--- src/rtl/seg_loader_pkg.sv ---
package seg_loader_pkg;

    typedef enum logic [1:0] {
        LD_IDLE  = 2'd0,
        LD_SHIFT = 2'd1,
        LD_LATCH = 2'd2
    } ld_state_e;

endpackage

--- src/rtl/seg_sync_edge.sv ---
module seg_sync_edge #(
    parameter int WIDTH = 3
) (
    input  logic             clk,
    input  logic             rst_n,
    input  logic [WIDTH-1:0] async_in,
    output logic [WIDTH-1:0] level,
    output logic [WIDTH-1:0] rise,
    output logic [WIDTH-1:0] fall
);

    logic [WIDTH-1:0] meta_q;
    logic [WIDTH-1:0] sync_q;
    logic [WIDTH-1:0] prev_q;

    always_ff @(posedge clk or negedge rst_n) begin
        if (!rst_n) begin
            meta_q <= '0;
            sync_q <= '0;
            prev_q <= '0;
        end else begin
            meta_q <= async_in;
            sync_q <= meta_q;
            prev_q <= sync_q;
        end
    end

    always_comb begin
        level = sync_q;
        rise  = sync_q & ~prev_q;
        fall  = ~sync_q & prev_q;
    end

endmodule

--- src/rtl/seg_frame_shifter.sv ---
module seg_frame_shifter #(
    parameter int FRAME_BITS = 104
) (
    input  logic                  clk,
    input  logic                  rst_n,
    input  logic                  shift_en,
    input  logic                  bit_in,
    output logic [FRAME_BITS-1:0] window
);

    logic [FRAME_BITS-1:0] win_q;

    always_ff @(posedge clk or negedge rst_n) begin
        if (!rst_n) begin
            win_q <= '0;
        end else if (shift_en) begin
            win_q <= {win_q[FRAME_BITS-2:0], bit_in};
        end
    end

    assign window = win_q;

endmodule

--- src/rtl/seg_frame_latch.sv ---
module seg_frame_latch #(
    parameter int NUM_SEG   = 32,
    parameter int NUM_COM   = 3,
    parameter int CTRL_BITS = 8
) (
    input  logic                                   clk,
    input  logic                                   rst_n,
    input  logic                                   load,
    input  logic [NUM_SEG*NUM_COM+CTRL_BITS-1:0]   window,
    output logic [NUM_SEG*NUM_COM-1:0]             seg_map,
    output logic                                   half_bias,
    output logic                                   low_power,
    output logic                                   blank
);

    localparam int DISP_BITS  = NUM_SEG * NUM_COM;
    localparam int FRAME_BITS = DISP_BITS + CTRL_BITS;
    localparam int POS_BLANK  = 0;
    localparam int POS_LOWPWR = 1;
    localparam int POS_BIAS   = 2;

    logic [DISP_BITS-1:0] remap;
    logic [DISP_BITS-1:0] disp_q;
    logic                 bias_q;
    logic                 lowpwr_q;
    logic                 blank_q;

    // Display bit k (1-based, first sent) sits at window[FRAME_BITS-k].
    // Within a segment the commons arrive highest first.
    for (genvar s = 0; s < NUM_SEG; s++) begin : g_seg
        for (genvar c = 0; c < NUM_COM; c++) begin : g_com
            localparam int K = s * NUM_COM + (NUM_COM - c);
            assign remap[s*NUM_COM + c] = window[FRAME_BITS - K];
        end
    end

    always_ff @(posedge clk or negedge rst_n) begin
        if (!rst_n) begin
            disp_q   <= '0;
            bias_q   <= 1'b0;
            lowpwr_q <= 1'b0;
            blank_q  <= 1'b0;
        end else if (load) begin
            disp_q   <= remap;
            bias_q   <= window[POS_BIAS];
            lowpwr_q <= window[POS_LOWPWR];
            blank_q  <= window[POS_BLANK];
        end
    end

    always_comb begin
        seg_map   = blank_q ? '0 : disp_q;
        half_bias = bias_q;
        low_power = lowpwr_q;
        blank     = blank_q;
    end

endmodule

--- src/rtl/seg_serial_loader.sv ---
module seg_serial_loader
    import seg_loader_pkg::*;
#(
    parameter int NUM_SEG   = 32,
    parameter int NUM_COM   = 3,
    parameter int CTRL_BITS = 8
) (
    input  logic                       clk,
    input  logic                       rst_n,
    input  logic                       cs_in,
    input  logic                       sck_in,
    input  logic                       sdi_in,
    output logic [NUM_SEG*NUM_COM-1:0] seg_map,
    output logic                       half_bias,
    output logic                       low_power,
    output logic                       blank
);

    localparam int DISP_BITS  = NUM_SEG * NUM_COM;
    localparam int FRAME_BITS = DISP_BITS + CTRL_BITS;
    localparam int IDX_CS     = 2;
    localparam int IDX_SCK    = 1;
    localparam int IDX_SDI    = 0;

    logic [2:0]            lvl;
    logic [2:0]            rise;
    logic [2:0]            fall;
    logic                  cs_lvl;
    logic                  sdi_lvl;
    logic                  cs_rise;
    logic                  cs_fall;
    logic                  sck_rise;
    logic                  shift_en;
    logic                  load;
    logic [FRAME_BITS-1:0] frame_q;
    ld_state_e             state_q;
    ld_state_e             state_d;

    seg_sync_edge #(.WIDTH(3)) i_sync (
        .clk      (clk),
        .rst_n    (rst_n),
        .async_in ({cs_in, sck_in, sdi_in}),
        .level    (lvl),
        .rise     (rise),
        .fall     (fall)
    );

    assign cs_lvl   = lvl[IDX_CS];
    assign sdi_lvl  = lvl[IDX_SDI];
    assign cs_rise  = rise[IDX_CS];
    assign cs_fall  = fall[IDX_CS];
    assign sck_rise = rise[IDX_SCK];

    // State register
    always_ff @(posedge clk or negedge rst_n) begin
        if (!rst_n) begin
            state_q <= LD_IDLE;
        end else begin
            state_q <= state_d;
        end
    end

    // Next-state logic
    always_comb begin
        state_d = state_q;
        unique case (state_q)
            LD_IDLE:  if (cs_rise) state_d = LD_SHIFT;
            LD_SHIFT: if (cs_fall) state_d = LD_LATCH;
            LD_LATCH: state_d = LD_IDLE;
            default:  state_d = LD_IDLE;
        endcase
    end

    // Outputs of the state machine
    always_comb begin
        shift_en = 1'b0;
        load     = 1'b0;
        unique case (state_q)
            LD_IDLE:  ;
            LD_SHIFT: shift_en = sck_rise && cs_lvl;
            LD_LATCH: load = 1'b1;
            default:  ;
        endcase
    end

    seg_frame_shifter #(.FRAME_BITS(FRAME_BITS)) i_shifter (
        .clk      (clk),
        .rst_n    (rst_n),
        .shift_en (shift_en),
        .bit_in   (sdi_lvl),
        .window   (frame_q)
    );

    seg_frame_latch #(
        .NUM_SEG   (NUM_SEG),
        .NUM_COM   (NUM_COM),
        .CTRL_BITS (CTRL_BITS)
    ) i_latch (
        .clk       (clk),
        .rst_n     (rst_n),
        .load      (load),
        .window    (frame_q),
        .seg_map   (seg_map),
        .half_bias (half_bias),
        .low_power (low_power),
        .blank     (blank)
    );

endmodule

--- config.mk ---
export PLATFORM = sky130hd
export DESIGN_NAME = seg_serial_loader
export DESIGN_NICKNAME = d
export VERILOG_FILES = /design/src/rtl/seg_loader_pkg.sv /design/src/rtl/seg_sync_edge.sv /design/src/rtl/seg_frame_shifter.sv /design/src/rtl/seg_frame_latch.sv /design/src/rtl/seg_serial_loader.sv
export SDC_FILE = /design/constraint.sdc
export NUM_CORES = 1
export LEC_CHECK = 0
export BUFFER_PORTS_ARGS = -buffer_cell sky130_fd_sc_hd__buf_2
export CORE_MARGIN = 1
export CORE_UTILIZATION = 58
export DETAILED_ROUTE_END_ITERATION = 10
export PLACE_DENSITY_LB_ADDON = 0.2
export SLEW_MARGIN = 5
export SYNTH_ARGS = -nofsm -noshare
export SYNTH_HDL_FRONTEND = slang
export SYNTH_HIERARCHICAL = 1
export SYNTH_SLANG_ARGS = --single-unit
export TNS_END_PERCENT = 30
--- constraint.sdc ---
create_clock -name clk -period 2.2 [get_ports clk]
set_clock_uncertainty 0.1 [all_clocks]
set_input_delay 0 -clock clk [delete_from_list [all_inputs] [get_ports clk]]
set_output_delay 0 -clock clk [all_outputs]
set_load 0.005 [all_outputs]
# Word level (Yosys, flattened, before mapping)
# Index checks and enable logic that the tools add are counted.
# Widths: inputs -> output; s select.
[word_totals] input_bits=5 wordCells=26 ff_bits=214
[classes] bitwise=4 n_eq_ne=4 n_reduce_logical=3 muxes=6
[ops] operator="$mux 96" count=1
[ops] operator="$and 3x3->3" count=2
[ops] operator="$not 3->3" count=2
[ops] operator="$mux 2" count=2
[ops] operator="$pmux 2 s2" count=1
[ops] operator="$eq 2x1->1 const B" count=1
[ops] operator="$eq 2x2->1 const B" count=1
[ops] operator="$logic_not 2->1" count=1
[ops] operator="$mux 1" count=2
[ops] operator="$ne 2x1->1 const B" count=1
[ops] operator="$ne 2x2->1 const B" count=1
[ops] operator="$reduce_and 2->1" count=1
[ops] operator="$logic_and 1x1->1" count=1

# Longest topological paths before layout
[logic_depth] ltp_word=4 mapped_depth=6 depth_no_buf=3

# Cells and area by module
# The synthesis kept the hierarchy.
[by_module_without_submodules] module="seg_frame_latch" cells_each=315 area_each_um2=4346.7 instances=1
[by_module_without_submodules] module="seg_frame_shifter" cells_each=220 area_each_um2=4112.7 instances=1
[by_module_without_submodules] module="seg_sync_edge" cells_each=15 area_each_um2=277.8 instances=1
[by_module_without_submodules] module="seg_serial_loader" cells_each=7 area_each_um2=91.3 instances=1

# Worst setup path before layout
# OpenSTA, ideal clock, no wires.
[synth_path] path_kind="reg-to-reg" from="register i_sync.prev_q[1]" to="register i_shifter.win_q[100], in the netlist i_shifter/window[100]" setup_time_ns=0.125 setup_slack_ns=0.539 arrival_time_ns=1.436 path_stages_with_launch=7 cell_sequence="dfrtp_1 and2b_2 and4b_2 buf_6 buf_8 buf_6 mux2_4"
[synth_via] elab_chain_len=4
[synth_lines] item="start: declaration" line="seg_sync_edge.sv:14" source="logic [WIDTH-1:0] prev_q;"
[synth_lines] item="start signal: assignment" line="seg_sync_edge.sv:24" source="prev_q <= sync_q;"
[synth_lines] item="$not 3->3" line="seg_sync_edge.sv:30" source="rise = sync_q & ~prev_q;"
[synth_lines] item="$and 3x3->3" line="seg_sync_edge.sv:30"
[synth_lines] item="named net rise[1]" line="seg_serial_loader.sv:26" source="logic [2:0] rise;"
[synth_lines] item="$logic_and 1x1->1" line="seg_serial_loader.sv:80" source="LD_SHIFT: shift_en = sck_rise && cs_lvl;"
[synth_lines] item="$mux 1" line="seg_serial_loader.sv:78" source="unique case (state_q)"
[synth_lines] item="named net shift_en" line="seg_serial_loader.sv:33" source="logic shift_en;"
[synth_lines] item="end signal: assignment" line="seg_frame_shifter.sv:17" source="win_q <= {win_q[FRAME_BITS-2:0], bit_in};"
[synth_lines] item="end: declaration" line="seg_frame_shifter.sv:11" source="logic [FRAME_BITS-1:0] win_q;"
# The timed path passes the listed nets, and every way through them passes these cells.
# A chain may end at the register's enable or synchronous reset.

# Final worst setup path
[layout_path] from="register i_latch.blank_q, in the netlist i_latch/blank" to="output port seg_map[0]"
[layout_via] elab_chain_len=1
[layout_lines] item="start: declaration" line="seg_frame_latch.sv:26" source="logic blank_q;"
[layout_lines] item="start signal: assignment" line="seg_frame_latch.sv:47" source="blank_q <= window[POS_BLANK];"
[layout_lines] item="$mux 96" line="seg_frame_latch.sv:52" source="seg_map = blank_q ? '0 : disp_q;"
[layout_lines] item="end: declaration" line="seg_serial_loader.sv:13" source="output logic [NUM_SEG*NUM_COM-1:0] seg_map,"
# Every way passes these cells.

==> summary.txt <==
Status
  • Status: finished, violations left
  • Failing checks: DRC

Critical path
  • Slowest Stage Delay on Critical Path: 0.53 ns
  • Critical path class: reg2out
  • Worst Setup EP: seg_map[0]
  • CP Launch Type: register
  • Data required, critical path: 2.10 ns
  • Kind of end point of the critical path: output pin
  • Setup slack, reg-to-reg: 0.39 ns
  • Worst Path Arrival: 1.72 ns
  • Cell Chain, Critical Path: buf_4 -> nor2b_1 -> buf_2
  • FF-to-FF Start: i_sync/prev_q[1]
  • Critical path depth: 3
  • R2R depth: 4
  • Crit-path leading delay family: buffers and inverters
  • Worst path buffer plus inverter count: 2
  • R2r endpoint: i_shifter/window[21]
  • Worst Setup SP: i_latch/blank
  • Largest fanout on the critical path: 65
  • CP max-delay cell: buf_4

STA
  • Fin. Hold Viols: 0
  • Final setup violation count: 0
  • TNS Setup: 0 ns
  • Worst slew margin: 55.5%
  • Unrepaired setup endpoints after global routing: no
  • Post-route clock period utilization: 82.5%
  • Pin slew with the least headroom to its limit: 0.668 ns
  • Minimum clock period: 1.82 ns
  • Fmax: 551 MHz
  • Slew Viols, Final: 0

Hold path
  • HP Class: in2async

Layout
  • Nets@finish: 667
  • Area growth syn-to-layout: 16.4%
  • Final core occ: 69.8%
  • Ant diodes: 0
  • Layout cells sized above 1: 53.2%
  • Post-Layout Cell Count: 861
  • Design area: 10200 um^2

Logic synthesis
  • Synth warn: 6
  • Synthesized net count: 558
  • Synth Cell Area: 8780 um^2
  • Avg Cell Area, Syn: 15.9 um^2
  • Gate Count Post-Synth: 553

Clocking
  • H-tree depth: 1
  • Clock Latency Late Sink: 0.50 ns
  • Cts-stage hold buffer count: 4
  • Clk buf depth: 3
  • Setup Buffers After CTS: 0
  • CTS root buf: clkbuf_16
  • CTS tree: built
  • Total CTS buffers: 22
  • Post_cts resized: 0
  • Clock slew at reported path FFs: 0.06 ns
  • Sink Count: 213

Routing
  • Drt initial violations: 183
  • Via Count: 4507
  • ANT nets after route: 0
  • Wirelength, routed: 14600 um
  • Pre-antenna DRT Iters: 7
  • DRC: 13
  • Avg WL per Cell: 17.0 um
  • Vias per cell: 5.23

Die
  • Die Wd: 125 um
  • Core area: 14600 um^2
  • I/O pin cnt: 104
  • Die Y: 125 um
  • Die ar.: 15600 um^2
  • Starting Density: 59.9%
  • Rows: 44

GRT
  • Global-route wire length before repair: 24900 um
  • Initial antenna violation count: 0
  • Largest net degree at the start of global routing: 82
  • Vias in the first global route: 4832
  • Total track usage: 19.6%
  • Grt ovf: 0

Place
  • Placed cell area: 9450 um^2
  • Port bufs: 103
  • Cell count after placement: 818
  • Global placer's final weighted congestion: 0.678
  • DP HPWL: 8740 um

Job
  • Total of max-cap violations: 0

Pwr
  • LEAKAGE: 5.40 nW
  • VDD IR max: 0.465 mV
  • Pwr Density: 816 nW/um^2
  • Total Power: 0.00834 W
## final cells by class
cell class	instances	area [um^2]
clock buffer	34	697
clock inverter	5	25.0
fill	1026	4430
multi-input combinational	307	3220
sequential	213	5330
tap	184	230
timing repair buffer	118	709
## per-stage QoR
step / hold WS [ns] / setup slack, ns
after floorplan: -0.396 / 0.554
after global placement: -0.0304 / 0.453
after detailed placement: -0.0274 / 0.412
after CTS: 0.0193 / 0.347
after global routing: 0.0475 / 0.235
final: 0.0109 / 0.384
## routing by layer
metal  global-route usage (%)  wire length (um)  share of wire, %  vias up
li1                         -                 -                 -     2102
met1                     27.5              6820                47     2298
met2                     32.2              7030                48       92
met3                     3.25               630               4.3       15
met4                     4.95               146               1.0        0
met5                        0                 0                 0        -
## placed cells by master, fill, tap and decap left out, drive strengths merged
| master | count |
|---|---|
| and3b | 1 |
| nor2 | 1 |
| dfrtp | 213 |
| nor2b | 95 |
| clkinv | 5 |
| mux2 | 203 |
| and4b | 1 |
| clkbuf | 35 |
| and2b | 5 |
| buf | 113 |
| a211oi | 1 |
| dlygate4sd3 | 4 |
## flip-flops by register name (all words and copies together), names as in the netlist
name               count
state_q                2
i_latch/half_bias      1
i_sync/meta_q          3
i_latch/disp_q        96
i_sync/level           3
i_latch/low_power      1
i_latch/blank          1
i_shifter/window     104
i_sync/prev_q          2
## worst register-to-register path, stage by stage (launching register included)
cell,delay (ns)
dfrtp_1,0.35
and2b_2,0.20
and4b_4,0.27
buf_12,0.33
mux2_2,0.43
## report_power, final
group | switching [W] | total (W) | internal [W]
Sequential | 0.0000489 | 0.00405 | 0.00400
Clock | 0.00142 | 0.00359 | 0.00217
Combinational | 0.000481 | 0.000695 | 0.000214
Total | 0.00195 | 0.00834 | 0.00638
## worst min-delay path by stage
| stage | start | end | cells past startpoint |
|---|---|---|---|
| 2_1_floorplan | rst_n | i_latch/blank | 0 |
| 3_3_place_gp | rst_n | i_latch/disp_q[17] | 1 |
| 3_5_place_dp | rst_n | i_latch/disp_q[15] | 1 |
| 4_1_cts | rst_n | i_latch/disp_q[15] | 2 |
| 5_1_grt | sdi_in | i_sync/meta_q[0] | 2 |
| 6_report | rst_n | i_latch/disp_q[15] | 2 |
Power figures use the tool's default switching activity.
